File: src/rtl/nvr_pkg.sv
package nvr_pkg;

    typedef enum logic [1:0] {
        RT_DIRECT,
        RT_MEM,
        RT_TRAP,
        RT_UNDEF
    } route_t;

    typedef enum logic [1:0] {
        ST_IDLE,
        ST_RESP,
        ST_MEM
    } state_t;

    typedef struct packed {
        logic [1:0] op0;
        logic [2:0] op1;
        logic [3:0] crn;
        logic [3:0] crm;
        logic [2:0] op2;
    } sysenc_t;

    localparam sysenc_t ENC_BASE_REG = '{op0: 2'b11, op1: 3'b100, crn: 4'b0010,
                                         crm: 4'b0010, op2: 3'b000};

    localparam logic [1:0] LVL_USER  = 2'd0;
    localparam logic [1:0] LVL_GUEST = 2'd1;

endpackage

File: src/rtl/nvr_decode.sv
module nvr_decode
    import nvr_pkg::*;
#(
    parameter sysenc_t MATCH_ENC = ENC_BASE_REG
) (
    input  sysenc_t    enc_i,
    input  logic [1:0] el_i,
    input  logic       el2_en_i,
    input  logic       nv_i,
    input  logic       nv2_i,
    output logic       hit_o,
    output route_t     route_o
);

    assign hit_o = (enc_i == MATCH_ENC);

    always_comb begin
        route_o = RT_UNDEF;
        if (el_i == LVL_USER) begin
            route_o = RT_UNDEF;
        end else if (el_i == LVL_GUEST) begin
            if (el2_en_i && nv_i && nv2_i) begin
                route_o = RT_MEM;
            end else if (el2_en_i && nv_i) begin
                route_o = RT_TRAP;
            end else begin
                route_o = RT_UNDEF;
            end
        end else begin
            route_o = RT_DIRECT;
        end
    end

endmodule

File: src/rtl/nvr_basereg.sv
module nvr_basereg #(
    parameter int              XLEN       = 64,
    parameter int              PAGE_BITS  = 12,
    parameter int              NARROW_MSB = 48,
    parameter int              WIDE_MSB   = 52,
    parameter logic [PAGE_BITS-1:0] OFFSET = 12'h0B0
) (
    input  logic                      clk,
    input  logic                      rst_n,
    input  logic                      wr_en_i,
    input  logic [XLEN-PAGE_BITS-1:0] wr_base_i,
    input  logic                      va_wide_i,
    output logic [XLEN-1:0]           readback_o,
    output logic [XLEN-1:0]           addr_o
);

    localparam int BASE_W = XLEN - PAGE_BITS;
    localparam int N_IDX  = NARROW_MSB - PAGE_BITS;
    localparam int W_IDX  = WIDE_MSB - PAGE_BITS;

    logic [BASE_W-1:0] base_q;

    always_ff @(posedge clk) begin
        if (!rst_n) begin
            base_q <= '0;
        end else if (wr_en_i) begin
            base_q <= wr_base_i;
        end
    end

    assign readback_o = {base_q, {PAGE_BITS{1'b0}}};
    assign addr_o[PAGE_BITS-1:0] = OFFSET;

    for (genvar b = PAGE_BITS; b < XLEN; b++) begin : g_abit
        if (b <= NARROW_MSB) begin : g_low
            assign addr_o[b] = base_q[b-PAGE_BITS];
        end else if (b <= WIDE_MSB) begin : g_mid
            assign addr_o[b] = va_wide_i ? base_q[b-PAGE_BITS] : base_q[N_IDX];
        end else begin : g_top
            assign addr_o[b] = va_wide_i ? base_q[W_IDX] : base_q[N_IDX];
        end
    end

endmodule

File: src/rtl/nvr_ctrl.sv
module nvr_ctrl
    import nvr_pkg::*;
#(
    parameter int         XLEN       = 64,
    parameter int         CLASS_W    = 6,
    parameter logic [CLASS_W-1:0] TRAP_CLASS = 6'h18
) (
    input  logic               clk,
    input  logic               rst_n,
    input  logic               fire_i,
    input  route_t             route_i,
    input  logic               write_i,
    input  logic [XLEN-1:0]    wdata_i,
    input  logic [XLEN-1:0]    readback_i,
    input  logic               mem_ack_i,
    input  logic [XLEN-1:0]    mem_rdata_i,
    output logic               ready_o,
    output logic               reg_wr_o,
    output logic               done_o,
    output logic               mem_done_o,
    output logic               trap_o,
    output logic               undef_o,
    output logic [CLASS_W-1:0] class_o,
    output logic [XLEN-1:0]    rdata_o,
    output logic               mem_valid_o,
    output logic               mem_write_o,
    output logic [XLEN-1:0]    mem_wdata_o
);

    state_t          state_q, state_d;
    route_t          kind_q;
    logic            write_q;
    logic [XLEN-1:0] wdata_q;

    always_ff @(posedge clk) begin
        if (!rst_n) begin
            state_q <= ST_IDLE;
            kind_q  <= RT_UNDEF;
            write_q <= 1'b0;
            wdata_q <= '0;
        end else begin
            state_q <= state_d;
            if (state_q == ST_IDLE && fire_i) begin
                kind_q  <= route_i;
                write_q <= write_i;
                wdata_q <= wdata_i;
            end
        end
    end

    always_comb begin
        state_d = state_q;
        unique case (state_q)
            ST_IDLE: begin
                if (fire_i) begin
                    state_d = (route_i == RT_MEM) ? ST_MEM : ST_RESP;
                end
            end
            ST_RESP: state_d = ST_IDLE;
            ST_MEM: begin
                if (mem_ack_i) begin
                    state_d = ST_IDLE;
                end
            end
            default: state_d = ST_IDLE;
        endcase
    end

    always_comb begin
        ready_o     = 1'b0;
        reg_wr_o    = 1'b0;
        done_o      = 1'b0;
        mem_done_o  = 1'b0;
        trap_o      = 1'b0;
        undef_o     = 1'b0;
        class_o     = '0;
        rdata_o     = '0;
        mem_valid_o = 1'b0;
        mem_write_o = 1'b0;
        mem_wdata_o = '0;
        unique case (state_q)
            ST_IDLE: begin
                ready_o  = 1'b1;
                reg_wr_o = fire_i && write_i && (route_i == RT_DIRECT);
            end
            ST_RESP: begin
                done_o  = (kind_q == RT_DIRECT);
                trap_o  = (kind_q == RT_TRAP);
                undef_o = (kind_q == RT_UNDEF);
                if (kind_q == RT_TRAP) begin
                    class_o = TRAP_CLASS;
                end
                if (kind_q == RT_DIRECT) begin
                    rdata_o = readback_i;
                end
            end
            ST_MEM: begin
                mem_valid_o = 1'b1;
                mem_write_o = write_q;
                mem_wdata_o = wdata_q;
                mem_done_o  = mem_ack_i;
                rdata_o     = mem_rdata_i;
            end
            default: ;
        endcase
    end

endmodule

File: src/rtl/nvreg_redirect.sv
module nvreg_redirect
    import nvr_pkg::*;
#(
    parameter int XLEN       = 64,
    parameter int PAGE_BITS  = 12,
    parameter int NARROW_MSB = 48,
    parameter int WIDE_MSB   = 52,
    parameter int CLASS_W    = 6,
    parameter logic [PAGE_BITS-1:0] OFFSET     = 12'h0B0,
    parameter logic [CLASS_W-1:0]   TRAP_CLASS = 6'h18
) (
    input  logic               clk,
    input  logic               rst_n,
    input  logic               req_valid,
    output logic               req_ready,
    input  logic [1:0]         req_op0,
    input  logic [2:0]         req_op1,
    input  logic [3:0]         req_crn,
    input  logic [3:0]         req_crm,
    input  logic [2:0]         req_op2,
    input  logic               req_write,
    input  logic [XLEN-1:0]    req_wdata,
    input  logic [1:0]         cur_el,
    input  logic               el2_en,
    input  logic               ctl_nv,
    input  logic               ctl_nv2,
    input  logic               va_wide,
    output logic               res_done,
    output logic               res_mem,
    output logic               res_trap,
    output logic               res_undef,
    output logic [CLASS_W-1:0] res_class,
    output logic [XLEN-1:0]    res_rdata,
    output logic               mem_valid,
    output logic               mem_write,
    output logic [XLEN-1:0]    mem_addr,
    output logic [XLEN-1:0]    mem_wdata,
    input  logic               mem_ack,
    input  logic [XLEN-1:0]    mem_rdata
);

    sysenc_t         enc;
    logic            hit;
    route_t          route;
    logic            reg_wr;
    logic [XLEN-1:0] readback;

    assign enc = '{op0: req_op0, op1: req_op1, crn: req_crn, crm: req_crm, op2: req_op2};

    nvr_decode u_decode (
        .enc_i    (enc),
        .el_i     (cur_el),
        .el2_en_i (el2_en),
        .nv_i     (ctl_nv),
        .nv2_i    (ctl_nv2),
        .hit_o    (hit),
        .route_o  (route)
    );

    nvr_basereg #(
        .XLEN       (XLEN),
        .PAGE_BITS  (PAGE_BITS),
        .NARROW_MSB (NARROW_MSB),
        .WIDE_MSB   (WIDE_MSB),
        .OFFSET     (OFFSET)
    ) u_base (
        .clk        (clk),
        .rst_n      (rst_n),
        .wr_en_i    (reg_wr),
        .wr_base_i  (req_wdata[XLEN-1:PAGE_BITS]),
        .va_wide_i  (va_wide),
        .readback_o (readback),
        .addr_o     (mem_addr)
    );

    nvr_ctrl #(
        .XLEN       (XLEN),
        .CLASS_W    (CLASS_W),
        .TRAP_CLASS (TRAP_CLASS)
    ) u_ctrl (
        .clk         (clk),
        .rst_n       (rst_n),
        .fire_i      (req_valid && hit),
        .route_i     (route),
        .write_i     (req_write),
        .wdata_i     (req_wdata),
        .readback_i  (readback),
        .mem_ack_i   (mem_ack),
        .mem_rdata_i (mem_rdata),
        .ready_o     (req_ready),
        .reg_wr_o    (reg_wr),
        .done_o      (res_done),
        .mem_done_o  (res_mem),
        .trap_o      (res_trap),
        .undef_o     (res_undef),
        .class_o     (res_class),
        .rdata_o     (res_rdata),
        .mem_valid_o (mem_valid),
        .mem_write_o (mem_write),
        .mem_wdata_o (mem_wdata)
    );

endmodule

File: config.mk
export PLATFORM = sky130hd
export DESIGN_NAME = nvreg_redirect
export DESIGN_NICKNAME = d
export VERILOG_FILES = /design/src/rtl/nvr_pkg.sv /design/src/rtl/nvr_decode.sv /design/src/rtl/nvr_basereg.sv /design/src/rtl/nvr_ctrl.sv /design/src/rtl/nvreg_redirect.sv
export SDC_FILE = /design/constraint.sdc
export NUM_CORES = 1
export LEC_CHECK = 0
export BUFFER_PORTS_ARGS = -buffer_cell sky130_fd_sc_hd__buf_2
export CORE_AREA = 2 2 140 142
export CTS_BUF_LIST = sky130_fd_sc_hd__clkbuf_16
export CTS_CLUSTER_DIAMETER = 40
export CTS_CLUSTER_SIZE = 12
export DETAILED_ROUTE_END_ITERATION = 7
export DIE_AREA = 0 0 142 144
export PLACE_DENSITY = 0.67
export SLEW_MARGIN = 20
export SYNTH_ARGS = -nofsm -noshare
export SYNTH_HDL_FRONTEND = slang
export SYNTH_SLANG_ARGS = --single-unit
File: constraint.sdc
create_clock -name clk -period 3.35 [get_ports clk]
set_input_delay 0.335 -clock clk [delete_from_list [all_inputs] [get_ports clk]]
set_output_delay 0.335 -clock clk [all_outputs]
set_load 0.02 [all_outputs]
# Word level (Yosys, flattened, before mapping)
# Cells that the tools add are included.
[op_classes] n_reduce_logical=11 eq_ne=9 muxes=25
[ops] cell="2-to-1 mux 64 bit" n=2
[ops] cell="one-hot mux 64 bit (2 select lines)" n=1
[ops] cell="equality test 16 bit (second input constant)" n=1
[ops] cell="2-to-1 mux 1 bit" n=13
[ops] cell="2-to-1 mux 2 bit" n=6
[ops] cell="zero test 2 bit" n=4
[ops] cell="equality test 2 x 1 -> 1 bit (second input constant)" n=3
[ops] cell="equality test 2 bit (second input constant)" n=3
[ops] cell="logical AND 1 bit" n=6
[ops] cell="2-to-1 mux 6 bit" n=1
[ops] cell="2-to-1 mux 5 bit" n=1
[ops] cell="one-hot mux 2 bit (2 select lines)" n=1
[ops] cell="!= test 2 x 1 -> 1 bit (second input constant)" n=1
[ops] cell="!= test 2 bit (second input constant)" n=1
[ops] cell="AND reduction 2 bit" n=1
[totals] regBits=121 inputBits=155 output_inout_bits=205 wordCells=50

# Logic depth before layout (Yosys ltp)
# Gate-level depths: netlist of the first run.
[depth] ltp_word=9 depth_mapped=8 mapped_depth_nobuf=6

# Cells and area by module
# Synthesis of the first run repeated with hierarchy kept, for this count alone.
[hier_totals] cells_unflattened=737 area_unflattened_um2=6486.2
[modules_own_cells] mod="nvr_ctrl" area_per_inst_um2=3833.7 instances=1 cells_per_inst=477 seq_area_each_um2=1381.3
[modules_own_cells] mod="nvr_basereg" area_per_inst_um2=2576.2 instances=1 cells_per_inst=250 seq_area_each_um2=1041.0
[modules_own_cells] mod="nvr_decode" area_per_inst_um2=70.1 instances=1 cells_per_inst=9 seq_area_each_um2=0.0
[modules_own_cells] mod="nvreg_redirect" area_per_inst_um2=6.3 instances=1 cells_per_inst=1 seq_area_each_um2=0.0

# Worst setup path after synthesis of the first run
# Ideal clock, no wire load.
[synth_timing] path_type="register to output" startpoint="register u_ctrl.state_q[0]" endpoint="output port res_rdata[48]" slack_ns=1.258 required_time_ns=3.015 path_buffers=2 arrival_ns=1.757 stages_incl_launch_ff=7 cell_sequence="dfxtp_1 -> inv_1 -> ha_1 -> clkbuf_1 -> clkbuf_1 -> a22oi_1 -> nor2b_1"
[synth_between] elab_chain_len=2
[synth_lines] item="start: declaration" line_no="nvr_ctrl.sv:30" source="state_t state_q, state_d;"
[synth_lines] item="start signal: assignment" line_no="nvr_ctrl.sv:42" source="state_q <= state_d;"
[synth_lines] item="equality test 2 bit / equality test 2 x 1 -> 1 bit (equally long branches)" line_no="nvr_ctrl.sv:81" source="unique case (state_q)"
[synth_lines] item="one-hot mux 64 bit (2 select lines) (*)" line_no="nvr_ctrl.sv:81"
[synth_lines] item="end: declaration" line_no="nvreg_redirect.sv:33" source="output logic [XLEN-1:0] res_rdata,"
# Mark *: on every way between the ends. The rest lies on a longest branch, timed or not.

# Worst setup path after layout of the first run
[layout_timing] startpoint="register u_ctrl.state_q[1]" endpoint="output port res_rdata[55]"
# The elaborated chain is that of the path after synthesis.

==> flow_metrics.tcl, run 1 <==
set metrics [dict create \
    clock_latency_on_the_worst_skew_pair_ns 0.41 \
    design.portCount 360 \
    numCtsBuffers 17 \
    overall_via_count_from_detail_route 7281 \
    dp_worst_setup_slack_ns 1.058 \
    grt_use_total_pct 22.11 \
    synth_commonest_cells "sky130_fd_sc_hd__dfxtp_1 (121), sky130_fd_sc_hd__a21oi_1 (117), sky130_fd_sc_hd__buf_4 (83)" \
    htree_levels 4 \
    clock_tree_buffer_depth 2 \
    global_route_wire_length_before_repair_microns 35670 \
    finClkSkew_ns 0.008882 \
    worstPathCellList "inv_1 > ha_1 > nor3b_4 > buf_4 > a22oi_1 > nor2b_1 > buf_2" \
    vias_in_the_first_global_route 6411 \
    critical_path_arrival_ns 2.31 \
    power_frac_comb_pct 4.9 \
    synth_flop_cell "sky130_fd_sc_hd__dfxtp_1" \
    rsz_0062_raised_after_global_routing "no" \
    final.setup.tns_ns 0 \
    worst_ep_required_time_ns 3.01 \
    vdd_drop_max_mv 0.3385 \
    outcome "finished, final reports clean" \
    rows 51 \
    initial_standard_cell_utilization_of_the_core_pct 35.68 \
    drt_first_iter_violations 544 \
    gp_congestion 0.8059 \
    static_leakage_nw 3.707 \
    post_cts_resized 0 \
    fmax_mhz 377.4 \
    clockPowerShare_pct 54.0 \
    area_delta_synth_final_pct 28.01 \
    p_int_w 0.002744 \
    cpMaxStageDelayCell "sky130_fd_sc_hd__buf_4" \
    hold_path_class "primary input to register" \
    count_of_clock_tree_sinks 121 \
    clk_pin_slew_ns 0.06 \
    layout_worst_path_cycle_share_pct 79.09 \
    finalNetCount 1253 \
    dpl-instance-area_sq_um 8100 \
    avgSynthCellArea_sq_um 7.870 \
    avgViaCountPerCell 5.409 \
    worst_hold_slack_ns 0.1790 \
    drt-pass1-iter-count 5 \
    antenna_violations_before_repair 0 \
    clk_root_buffer_cell "sky130_fd_sc_hd__clkbuf_16" \
    ant_nets 0 \
    count_of_endpoints_failing_hold_in_the_final_timing_report 0 \
    cts_hold_buffers 0 \
    sw_frac_of_total_pct 21.66 \
    synth_seq_cells 121 \
    synth.area.top_cells "sky130_fd_sc_hd__dfxtp_1 (36%), sky130_fd_sc_hd__buf_4 (9.2%), sky130_fd_sc_hd__a21oi_1 (8.6%)" \
    number_of_enable_type_register_cells_in_the_synthesized_netlist 0 \
    tritoncts "done" \
    io_buffers 343 \
    cp_top_family "buffers and inverters" \
    setup_violations 0 \
    crit_start_category "register" \
    maximum_number_of_pins_on_one_net_before_global_route_repair 121 \
    detail_route.wirelength_microns 24030 \
    critPathBufInv 3 \
    cp_slowest_stage_delay_ns 0.45 \
    fin_crit_ns 2.650 \
    die_x_microns 142 \
    post_cts_setup_driven_buffer_insertion_count 0 \
    post-synth-top-count-cell "sky130_fd_sc_hd__dfxtp_1" \
    yosysWarnings 0 \
    layout.core_utilization_pct 45.68 \
    seqPwrFrac_pct 41.1 \
    criticalPathCategory "register to output pin" \
    synth-async-reset-ratio_pct 0 \
    slew_headroom_pct 40.99 \
    share_of_final_layout_standard_cells_stronger_than_drive_strength_1_pct 36.01 \
    drv_cap 0 \
    wl_per_cell_microns 17.85 \
    final_design_area_no_fill_sq_um 8715 \
    chipHeight_microns 144 \
    yosysUniqueCellTypes 34 \
    synth.top_cell.area_share_pct 35.58 \
    synthesis.instances 865 \
    drcViolationCount 0 \
    postLayoutSetupSlackWorst_ns 0.7004 \
    n_antenna_cell 0 \
    globalRoute.totalOverflow 0 \
    worstPathMaxFanout 39 \
    synthesis.area_sq_um 6808 \
    die-area_sq_um 20450 \
    part_of_the_yosys_area_used_for_sequential_elements_pct 35.58 \
    worst_slew_pin_slew_ns 0.8851 \
    total_switching_power_w 0.0007585 \
    areal_power_density_over_the_cells_nw_per_um2 401.9 \
    yosys.area.top_type "sky130_fd_sc_hd__dfxtp_1" \
    hpwlAfterDp_microns 16220 \
    placeableCoreArea_sq_um 19080 \
    drv_slew 0 \
    endpoint_kind "output pin" \
]
-- per-stage QoR --
step / power, W / std cells
after global routing: 0.003629 / 1346
after CTS: 0.003540 / 1346
after floorplan: 0.001532 / 879
after global placement: 0.001641 / 1314
after detailed placement: 0.001638 / 1314
final: 0.003503 / 1346
-- power by group through the flow --
stage | sequential [W] | clock [W] | combinational, W
after floorplan | 0.00147 | 0 | 0.0000615
after global placement | 0.00147 | 0 | 0.000170
after detailed placement | 0.00147 | 0 | 0.000167
after CTS | 0.00144 | 0.00193 | 0.000169
after global routing | 0.00144 | 0.00201 | 0.000183
final | 0.00144 | 0.00189 | 0.000170
-- flip-flops by register name (all words and copies together), names as in the netlist --
register and cells:
u_ctrl.state_q 2, u_base.base_q 52, u_ctrl.kind_q 2, u_ctrl.wdata_q 64, u_ctrl.write_q 1
-- path summary, 6_finish.rpt --
kind	from	to	slack (ns)	depth (start not counted)
worst max-delay path	u_ctrl.state_q[1]	res_rdata[55]	0.70	7
worst min-delay path	req_wdata[2]	u_ctrl.wdata_q[2]	0.18	3
worst max register to register	u_ctrl.state_q[0]	u_base.base_q[47]	1.31	7
worst min register to register	u_ctrl.wdata_q[27]	u_ctrl.wdata_q[27]	0.47	2
-- cell families after synthesis --
| logic type | share of synthesized area, % |
|---|---|
| other | 0.1103 |
| buffers and inverters | 14.70 |
| AND/OR/NAND/NOR | 25.40 |
| adder cells (fa/ha/maj) | 0.5514 |
| AO/OA/AOI/OAI | 23.65 |
| flip-flops | 35.58 |
-- metal layers --
metal	global-route usage, %	vias to the layer above	share of wire (%)
met3	4.768	33	6.8
met1	29.47	3439	44
met5	0	-	0
met4	7.579	0	2.0
met2	35.52	335	48
li1	-	3474	-
-- placed cells by master (no fill, tap or decap), types with 2 or more instances in the layout --
cell type and count:
sky130_fd_sc_hd__clkbuf_16 17, sky130_fd_sc_hd__a22oi_1 52, sky130_fd_sc_hd__nor2_1 5, sky130_fd_sc_hd__buf_4 8
sky130_fd_sc_hd__nor4b_4 2, sky130_fd_sc_hd__nand2_1 10, sky130_fd_sc_hd__clkinv_4 2, sky130_fd_sc_hd__a32o_1 2
sky130_fd_sc_hd__nand4_1 66, sky130_fd_sc_hd__and3_1 3, sky130_fd_sc_hd__clkinv_1 2, sky130_fd_sc_hd__clkinv_2 2
sky130_fd_sc_hd__nand3_1 54, sky130_fd_sc_hd__dfxtp_1 121, sky130_fd_sc_hd__conb_1 16, sky130_fd_sc_hd__o21ai_1 48
sky130_fd_sc_hd__clkinvlp_4 3, sky130_fd_sc_hd__bufinv_16 4, sky130_fd_sc_hd__a21oi_1 117, sky130_fd_sc_hd__buf_12 5
sky130_fd_sc_hd__nor2b_1 54, sky130_fd_sc_hd__inv_1 4, sky130_fd_sc_hd__and2_1 78, sky130_fd_sc_hd__buf_2 343
sky130_fd_sc_hd__nand3_2 2, sky130_fd_sc_hd__nand2b_1 2, sky130_fd_sc_hd__o21ai_0 70
-- worst min-delay path: stages --
cell,delay [ns]
sky130_fd_sc_hd__buf_2,0.10
sky130_fd_sc_hd__nand4_1,0.05
sky130_fd_sc_hd__a21oi_1,0.06
-- area by class of cell --
type / count / area, sq um
sequential: 121 / 2422
inverter: 3 / 13.76
clock inverter: 15 / 185.2
tap: 238 / 297.8
multi-input combinational: 595 / 3482
timing repair buffer: 357 / 1888
clock buffer: 17 / 425.4
fill: 1927 / 10360
Note: power is estimated with default switching activity, not from simulation.
==> run 2, diff against run 1 <==
==> constraint.sdc (replaced) <==
create_clock -name clk -period 2.5 [get_ports clk]
set_input_delay 0.25 -clock clk [delete_from_list [all_inputs] [get_ports clk]]
set_output_delay 0.25 -clock clk [all_outputs]
set_load 0.02 [all_outputs]
==> run 2 against run 1 <==
  * Global-route usage decreased by 0.45 points
  * Routed wire length is essentially flat
  * Power is 27% higher
  * Critical endpoint is now res_rdata[49]
  * Critical path depth stayed put
  * Hold slack worse by 0.075 ns
  * Clock-buffer cell count unchanged
  * Register-to-register slack got worse by 0.77 ns
  * Largest power group unchanged
==> flow_metrics.tcl, run 2 (synthesis gave the netlist of run 1 again) <==
set metrics [dict create \
    detail_route.wirelength_microns 24050 \
    hpwlAfterDp_microns 16220 \
    slew_headroom_pct 50.71 \
    clock_latency_on_the_worst_skew_pair_ns 0.41 \
    grtUsageMet3_pct 3.841 \
    design.portCount 360 \
    worst_hold_slack_ns 0.1041 \
    setup_violations 0 \
    clock_tree_buffer_depth 2 \
    drcViolationCount 0 \
    drv_slew 0 \
    global_route_wire_length_before_repair_microns 34990 \
    clk_pin_slew_ns 0.06 \
    die_x_microns 142 \
    drv_cap 0 \
    top_register "u_ctrl.wdata_q" \
    global_route.peak_usage_layer "met2" \
    grt.met1_usage_pct 29.88 \
    vdd_drop_max_mv 0.4199 \
    cpMaxStageDelayCell "sky130_fd_sc_hd__dfxtp_1" \
    post_layout_nonfiller_instances 1351 \
    final_design_area_no_fill_sq_um 8726 \
    chipHeight_microns 144 \
    finalNetCount 1261 \
    grt_use_total_pct 21.66 \
    largest_reg_flops 64 \
    final.fill_count 1961 \
    finClkSkew_ns 0.009187 \
    worst_slew_pin_slew_ns 0.7393 \
    placeableCoreArea_sq_um 19080 \
    wl_per_cell_microns 17.80 \
    top_regs "u_ctrl.wdata_q: 64 flops, u_base.base_q: 52 flops" \
    n_antenna_cell 0 \
    layout.core_utilization_pct 45.73 \
    count_of_clock_tree_sinks 121 \
    share_of_final_layout_standard_cells_stronger_than_drive_strength_1_pct 36.30 \
    gp_congestion 0.7925 \
    critical_path_arrival_ns 2.13 \
    grt_util_met2_pct 34.05 \
    cp_slowest_stage_delay_ns 0.34 \
    dpl-instance-area_sq_um 8185 \
    outcome "finished, final reports clean" \
    hold_path_class "primary input to register" \
    clk_root_buffer_cell "sky130_fd_sc_hd__clkbuf_16" \
    globalRoute.totalOverflow 0 \
    vias_in_the_first_global_route 6299 \
    endpoint_kind "output pin" \
    design_power_total_w 0.004453 \
    worstPathCellList "inv_1 > ha_1 > nor3b_4 > buf_6 > a22oi_1 > nor2b_1 > buf_2" \
    antenna_violations_before_repair 0 \
    maximum_number_of_pins_on_one_net_before_global_route_repair 121 \
    overall_via_count_from_detail_route 7303 \
    ant_nets 0 \
    criticalPathCategory "register to output pin" \
    crit_start_category "register" \
    cts_hold_buffers 0 \
    initial_standard_cell_utilization_of_the_core_pct 35.68 \
    final_cell_mix "sky130_fd_sc_hd__buf_2 (343), sky130_fd_sc_hd__dfxtp_1 (121), sky130_fd_sc_hd__a21oi_1 (117)" \
    numCtsBuffers 17 \
    areal_power_density_over_the_cells_nw_per_um2 510.3 \
    place.detailed.instances 1322 \
    worst_ep_required_time_ns 2.25 \
    layout_worst_path_cycle_share_pct 95.15 \
    io_buffers 343 \
    die-area_sq_um 20450 \
    tritoncts "done" \
    htree_levels 4 \
    drt-pass1-iter-count 5 \
    layout_commonest_cell "sky130_fd_sc_hd__buf_2" \
    fin_crit_ns 2.379 \
    count_of_endpoints_failing_hold_in_the_final_timing_report 0 \
    avgViaCountPerCell 5.406 \
    worstPathMaxFanout 39 \
    rows 51 \
    drt_first_iter_violations 504 \
    static_leakage_nw 3.723 \
    area_delta_synth_final_pct 28.17 \
    fmax_mhz 420.4 \
]
==> run 2: path summary, 6_finish.rpt <==
kind / startpoint / end / slack (ns) / depth (start not counted)
worst max-delay path: u_ctrl.state_q[1] / res_rdata[49] / 0.12 / 7
worst min-delay path: req_wdata[7] / u_ctrl.wdata_q[7] / 0.10 / 3
worst max register to register: u_ctrl.state_q[0] / u_base.base_q[30] / 0.54 / 7
worst min register to register: u_ctrl.wdata_q[36] / u_ctrl.wdata_q[36] / 0.47 / 2
==> run 2: critical path, delay by kind of cell (launching register included) <==
| family | cells | cell delay, ns |
|---|---|---|
| compound gates | 1 | 0.21 |
| simple gates | 2 | 0.36 |
| flops | 1 | 0.34 |
| fa+ha+maj | 1 | 0.20 |
| buf+inv | 3 | 0.57 |
==> run 2: stage by stage <==
stage	setup slack [ns]	setup TNS, ns
floorplan	0.4928	0
global placement	0.5194	0
detailed placement	0.4724	0
CTS	0.02290	0
global route	-0.005848	-0.005848
finish	0.1213	0
==> run 2: cell type report <==
| class | instances | area [sq um] | area share, % |
|---|---|---|---|
| clock buffers | 17 | 425.4 | 4.875 |
| clock inverters | 12 | 111.4 | 1.276 |
| inverters | 3 | 13.76 | 0.1577 |
| multi-input cells | 595 | 3482 | 39.91 |
| flip-flops and latches | 121 | 2422 | 27.76 |
| well taps | 238 | 297.8 | 3.413 |
| repair buffers | 365 | 1973 | 22.61 |
==> run 2: repair_timing <==
| item | in CTS | in global routing |
|---|---|---|
| endpoints found under the setup margin | 0 | 14 |
| endpoints found under the hold margin | 0 | 0 |
| buffers inserted | 0 | 0 |
| resized for setup | 0 | 1 |
==> run 2: layer usage <==
metal / vias to the layer above / wire length (microns)
met2: 323 / 11240
met4: 0 / 584
met5: - / 0
met1: 3464 / 10820
met3: 38 / 1417
li1: 3478 / -
==> run 2: report_power, final <==
part	internal (W)	switching, W	leakage [nW]
Clock	0.00143	0.000869	0.264
Sequential	0.00193	0.00000000588	0.974
Combinational	0.0000987	0.000128	2.48
